$ cat src/rtl/dma_irq_pkg.sv
package dma_irq_pkg;
  localparam int CFG_W        = 32;
  localparam int CFG_EN_BIT   = 0;
  localparam int CFG_ERRM_BIT = 14;
  localparam int CFG_TCM_BIT  = 15;

  localparam int WORD_ANY_MASKED = 0;
  localparam int WORD_TC_MASKED  = 1;
  localparam int WORD_TC_CLEAR   = 2;
  localparam int WORD_ERR_MASKED = 3;
  localparam int WORD_ERR_CLEAR  = 4;
  localparam int WORD_TC_RAW     = 5;
  localparam int WORD_ERR_RAW    = 6;
  localparam int WORD_ENABLED    = 7;
endpackage

$ cat src/rtl/dma_flag_bank.sv
module dma_flag_bank #(
  parameter int NUM_CH = 8
) (
  input  logic              clk,
  input  logic              rst,
  input  logic [NUM_CH-1:0] set_i,
  input  logic [NUM_CH-1:0] clr_i,
  output logic [NUM_CH-1:0] flags_o
);
  for (genvar i = 0; i < NUM_CH; i++) begin : g_ch
    always_ff @(posedge clk) begin
      if (rst)           flags_o[i] <= 1'b0;
      else if (set_i[i]) flags_o[i] <= 1'b1;
      else if (clr_i[i]) flags_o[i] <= 1'b0;
    end

    assert_set_wins_R4: assert property (@(posedge clk) disable iff (rst)
      set_i[i] |=> flags_o[i]);
    // Covers R2 and R3: a clear with no set empties the flag
    assert_clear_takes_R2: assert property (@(posedge clk) disable iff (rst)
      (clr_i[i] && !set_i[i]) |=> !flags_o[i]);
    assert_flag_holds_R1: assert property (@(posedge clk) disable iff (rst)
      (!clr_i[i] && !set_i[i]) |=> $stable(flags_o[i]));
  end
endmodule

$ cat src/rtl/dma_cfg_decode.sv
module dma_cfg_decode
  import dma_irq_pkg::*;
#(
  parameter int NUM_CH = 8
) (
  input  logic [NUM_CH*CFG_W-1:0] cfg_i,
  output logic [NUM_CH-1:0]       tc_mask_o,
  output logic [NUM_CH-1:0]       err_mask_o,
  output logic [NUM_CH-1:0]       enabled_o
);
  for (genvar i = 0; i < NUM_CH; i++) begin : g_ch
    assign tc_mask_o[i]  = cfg_i[i*CFG_W + CFG_TCM_BIT];
    assign err_mask_o[i] = cfg_i[i*CFG_W + CFG_ERRM_BIT];
    assign enabled_o[i]  = cfg_i[i*CFG_W + CFG_EN_BIT];
  end
endmodule

$ cat src/rtl/dma_status_regs.sv
module dma_status_regs
  import dma_irq_pkg::*;
#(
  parameter int NUM_CH = 8,
  parameter int ADDR_W = 4,
  parameter int DATA_W = 32
) (
  input  logic              clk,
  input  logic              rst,
  input  logic              rd_en,
  input  logic [ADDR_W-1:0] addr,
  input  logic [NUM_CH-1:0] tc_flags,
  input  logic [NUM_CH-1:0] err_flags,
  input  logic [NUM_CH-1:0] tc_mask,
  input  logic [NUM_CH-1:0] err_mask,
  input  logic [NUM_CH-1:0] enabled,
  output logic [DATA_W-1:0] rdata
);
  logic [NUM_CH-1:0] tc_m, err_m, sel;
  logic [DATA_W-1:0] rd_mux;

  assign tc_m  = tc_flags & tc_mask;
  assign err_m = err_flags & err_mask;

  always_comb begin
    case (addr)
      ADDR_W'(WORD_ANY_MASKED): sel = tc_m | err_m;
      ADDR_W'(WORD_TC_MASKED):  sel = tc_m;
      ADDR_W'(WORD_ERR_MASKED): sel = err_m;
      ADDR_W'(WORD_TC_RAW):     sel = tc_flags;
      ADDR_W'(WORD_ERR_RAW):    sel = err_flags;
      ADDR_W'(WORD_ENABLED):    sel = enabled;
      default:                  sel = '0;
    endcase
    rd_mux = '0;
    rd_mux[NUM_CH-1:0] = sel;
  end

  always_ff @(posedge clk) begin
    if (rst)        rdata <= '0;
    else if (rd_en) rdata <= rd_mux;
    else            rdata <= '0;
  end

  assert_idle_zero_R12: assert property (@(posedge clk) disable iff (rst)
    !rd_en |=> (rdata == '0));
  assert_unmapped_zero_R8: assert property (@(posedge clk) disable iff (rst)
    (rd_en && addr > ADDR_W'(WORD_ENABLED)) |=> (rdata == '0));

  if (NUM_CH < DATA_W) begin : g_upper
    assert_upper_zero_R9: assert property (@(posedge clk) disable iff (rst)
      rdata[DATA_W-1:NUM_CH] == '0);
  end
endmodule

$ cat src/rtl/dma_irq_status_unit.sv
module dma_irq_status_unit
  import dma_irq_pkg::*;
#(
  parameter int NUM_CH = 8,
  parameter int ADDR_W = 4,
  parameter int DATA_W = 32
) (
  input  logic                    clk,
  input  logic                    rst,
  input  logic [NUM_CH-1:0]       tc_set,
  input  logic [NUM_CH-1:0]       err_set,
  input  logic [NUM_CH*CFG_W-1:0] ch_cfg,
  input  logic                    rd_en,
  input  logic                    wr_en,
  input  logic [ADDR_W-1:0]       addr,
  input  logic [DATA_W-1:0]       wdata,
  output logic [DATA_W-1:0]       rdata,
  output logic                    irq
);
  logic [NUM_CH-1:0] tc_clr, err_clr;
  logic [NUM_CH-1:0] tc_flags, err_flags;
  logic [NUM_CH-1:0] tc_mask, err_mask, enabled;

  assign tc_clr  = (wr_en && addr == ADDR_W'(WORD_TC_CLEAR))  ? wdata[NUM_CH-1:0] : '0;
  assign err_clr = (wr_en && addr == ADDR_W'(WORD_ERR_CLEAR)) ? wdata[NUM_CH-1:0] : '0;

  dma_flag_bank #(.NUM_CH(NUM_CH)) u_tc_bank (
    .clk(clk), .rst(rst), .set_i(tc_set), .clr_i(tc_clr), .flags_o(tc_flags));

  dma_flag_bank #(.NUM_CH(NUM_CH)) u_err_bank (
    .clk(clk), .rst(rst), .set_i(err_set), .clr_i(err_clr), .flags_o(err_flags));

  dma_cfg_decode #(.NUM_CH(NUM_CH)) u_cfg (
    .cfg_i(ch_cfg), .tc_mask_o(tc_mask), .err_mask_o(err_mask), .enabled_o(enabled));

  dma_status_regs #(.NUM_CH(NUM_CH), .ADDR_W(ADDR_W), .DATA_W(DATA_W)) u_regs (
    .clk(clk), .rst(rst), .rd_en(rd_en), .addr(addr),
    .tc_flags(tc_flags), .err_flags(err_flags),
    .tc_mask(tc_mask), .err_mask(err_mask), .enabled(enabled),
    .rdata(rdata));

  always_ff @(posedge clk) begin
    if (rst) irq <= 1'b0;
    else     irq <= |{tc_flags & tc_mask, err_flags & err_mask};
  end

  // An interrupt edge always follows some flag that was already set
  assert_irq_has_source_R10: assert property (@(posedge clk) disable iff (rst)
    $rose(irq) |-> $past(|{tc_flags, err_flags}));
  assert_irq_drops_R10: assert property (@(posedge clk) disable iff (rst)
    ($past(tc_flags) == '0 && $past(err_flags) == '0) |-> !irq);
endmodule

$ cat config.mk
export PLATFORM = sky130hd
export DESIGN_NAME = dma_irq_status_unit
export DESIGN_NICKNAME = d
export VERILOG_FILES = /design/src/rtl/dma_irq_pkg.sv /design/src/rtl/dma_flag_bank.sv /design/src/rtl/dma_cfg_decode.sv /design/src/rtl/dma_status_regs.sv /design/src/rtl/dma_irq_status_unit.sv
export SDC_FILE = /design/constraint.sdc
export NUM_CORES = 1
export LEC_CHECK = 0
export BUFFER_PORTS_ARGS = -buffer_cell sky130_fd_sc_hd__buf_4
export CORE_AREA = 4 4 131 133
export CTS_CLUSTER_SIZE = 25
export DETAILED_ROUTE_END_ITERATION = 10
export DIE_AREA = 0 0 135 137
export PLACE_DENSITY = 0.43
export SETUP_SLACK_MARGIN = 0.05
export SLEW_MARGIN = 20
export SYNTH_ARGS = -nofsm -noshare
export SYNTH_HDL_FRONTEND = slang
export SYNTH_SLANG_ARGS = --single-unit
$ cat constraint.sdc
create_clock -name clk -period 2.7 [get_ports clk]
set_clock_uncertainty 0.2 [all_clocks]
set_input_delay 0.54 -clock clk [delete_from_list [all_inputs] [get_ports clk]]
set_output_delay 0.54 -clock clk [all_outputs]
set_load 0.01 [all_outputs]
==> qor.csv <==
stage,metric,value,unit
outcome,status,"finished, final reports clean",
synth,synth_edf_count,0,
routing,wl_per_cell,14.2,um
final_layout,area_growth,44.5,%
timing,rsz0062_at_grt,false,
grt,grt_pass1_wl,9070,um
synth,synth_top_area_frac,0.327,
place,gp_congestion,0.765,
worst_setup_path,critPathRequiredTime,2650,ps
final_layout,fin_cells,466,
synth,synth_compound_area_frac,0.211,
floorplanning,ios,345,
synth,synth_top_cell_by_area,dfxtp_1,
cts,cts_tree,built,
grt,track_usage,0.0671,
cts,clk_path_buf_depth,2,
cts,clock_latency,260,ps
floorplanning,dieArea,18500,um^2
worst_setup_path,path_class,in2reg,
worst_setup_path,worstReg2RegEnd,irq,
cts,root_buffer,clkbuf_16,
grt,grt_pass1_vias,1507,
final_layout,fin_nets,563,
min_path,hp-start,err_set[1],
cts,ctsHoldBuffers,0,
cts,cts.htree.levels,1,
grt,antenna_found_initial,0,
timing,fmax,542,MHz
synth,netlist_area,1530,um^2
synth,avgSynthCellArea,7.93,um^2
cts,clock_sinks,25,
routing,vias_per_cell,3.34,
routing,dr_total_vias,1558,
synth,synth_top_family_by_area,simple AND/OR/NAND/NOR gates,
routing,dr.pass1.iters,4,
cts,post_cts_resize_count,0,
worst_setup_path,r2r-start,u_tc_bank.flags_o[5],
place,dp.cells,462,
cts,path_clk_slew,70,ps
timing,finalHoldViolCount,0,
floorplanning,die_height,137,um
synth,yosys_warnings,0,
synth,synth.most_common_cell,buf_4,
worst_setup_path,end_kind,flop,
timing,relSlewSlack,0.545,
final_layout,n_fill_cell,1822,
worst_setup_path,path_max_fanout,18,
pwr,ir_worst_vdd,0.000182,V
job,maxCapViolations,0,
cts,cts_setup_buffers,0,
floorplanning,rows,46,
worst_setup_path,worstPathCellList,"buf_4, nor4b_4, nand3_1, a21oi_1, nor2_1",
timing,slew_violations,0,
synth,ys_top_cells_by_area,"dfxtp_1 (33%), buf_4 (13%), nand3_1 (6.9%)",
final_layout,multi_input_area,868,um^2
final_layout,diodes,0,
place,dp_hpwl,5570,um
worst_setup_path,slowest_stage,nor4b_4,
synth,synth_common_cells,"buf_4 (27), dfxtp_1 (25), nor2_1 (25)",
final_layout,layout-drive-gt1-share,0.300,
timing,worst_hold_slack,283,ps
timing,setup_viol,0,
grt,grt_max_degree,24,
floorplanning,start_util,0.0967,
synth,synth_fa_ha_area_frac,0,
worst_setup_path,r2r_slack,1260,ps
worst_setup_path,reg2regPathDepth,4,
pwr,power_leakage,0.889,nW
routing,final_antenna_net_count,0,
pwr,p_per_area,433,nW/um^2
pwr,p_total,0.956,mW
min_path,hold_path.class,in2reg,
worst_setup_path,cp-startpoint,addr[0],
final_layout,regArea,500,um^2
timing,tightestPinTransition,680,ps
synth,synth-seq-cells,25,
timing,fin_tns_setup,0,ps
synth,synth.yosys.seq_area_share,0.327,
grt,grt-ovfl-total,0,
synth,async_flop_share,0,
floorplanning,die_w,135,um
min_path,whs_endpoint,u_err_bank.flags_o[1],
cts,cts_made_buffers,3,
floorplanning,coreArea,15800,um^2
synth,synth_xor_xnor_area_share,0.0114,
worst_setup_path,slowest_delay,670,ps
min_path,min_path_cells,3,
routing,drtIter0Drc,54,
synth,synthSimpleGateAreaFrac,0.250,
routing,routed_wl,6610,um
routing,drc,0,
synth,yosysUniqueCellTypes,35,
timing,period_share,0.683,
synth,ys.flop_type,dfxtp_1,
timing,post-route-min-period,1840,ps
place,io_buffers,64,
synth,synth_cells,193,
synth,synth_mux_area_frac,0.0360,
worst_setup_path,crit_path_start_kind,primary input,
worst_setup_path,cp.arrival,1800,ps
[layout by cell type, fill, tap and decap left out, drive strengths merged, types with 2 or more instances in the layout]
master,instances
o211ai,2
nor2b,3
o22ai,3
nand2,10
a22oi,8
o21ai,2
mux2,4
buf,65
nor4b,2
nand3b,3
a21oi,20
conb,24
nor2,25
o31ai,2
nand3,21
a31oi,3
a211oi,5
nand4,3
a21o,3
clkbuf,3
dfxtp,25
and2b,2
[critical path, delay by kind of cell]
kind                   cells  cell delay [ps]
buffers and inverters      1              190
and+or+nand+nor            3              890
AOI/OAI and AO/OA          1              180
[cell type report]
| type | count | area share |
|---|---|---|
| inverter | 1 | 0.00170 |
| timing repair buffer | 65 | 0.221 |
| tap | 216 | 0.122 |
| clock buffer | 3 | 0.0340 |
| multi-input combinational | 155 | 0.393 |
| clock inverter | 1 | 0.00226 |
| sequential | 25 | 0.226 |
[how the worst max path moves through the flow]
stage / cells after the start / to / slack [ps]
after floorplan: 5 / u_tc_bank.flags_o[1] / 970
after CTS: 5 / u_tc_bank.flags_o[1] / 830
after detailed placement: 5 / u_tc_bank.flags_o[1] / 550
after global placement: 5 / u_tc_bank.flags_o[4] / 580
after global routing: 5 / u_tc_bank.flags_o[1] / 700
final: 5 / u_tc_bank.flags_o[0] / 860
[state kept, by name (all words and copies together) (netlist names)]
signal and count:
u_err_bank.flags_o 8, u_regs.rdata 8, u_tc_bank.flags_o 8, irq 1
[per-stage QoR]
stage | worst slack [ps] | utilization | instance area [um^2]
after floorplan | 972 | - | 1620
after global placement | 584 | 0.135 | 2130
after detailed placement | 555 | 0.135 | 2130
after CTS | 830 | 0.140 | 2210
after global routing | 695 | 0.140 | 2210
final | 855 | 0.140 | 2210
[power breakdown]
part           internal [mW]  leakage, nW  switching [mW]  total, mW
sequential             0.390        0.207          0.0245      0.414
clock                  0.200       0.0409           0.138      0.338
combinational         0.0974        0.640           0.107      0.204
total                  0.687        0.889           0.270      0.956
[cell families after synthesis]
family,after synthesis
AOI/OAI and AO/OA,51
other,1
buffers and inverters,36
xor gates and xnor gates,2
DFF,25
and+or+nand+nor,73
muxes,5
[routing by layer]
metal	track usage	wire length, um	up-vias
met5	0	0	-
met3	0.0132	406	4
li1	-	-	760
met2	0.0984	2830	69
met4	0.0162	39	0
met1	0.100	3330	725
Note: power is estimated with default switching activity, not from simulation.
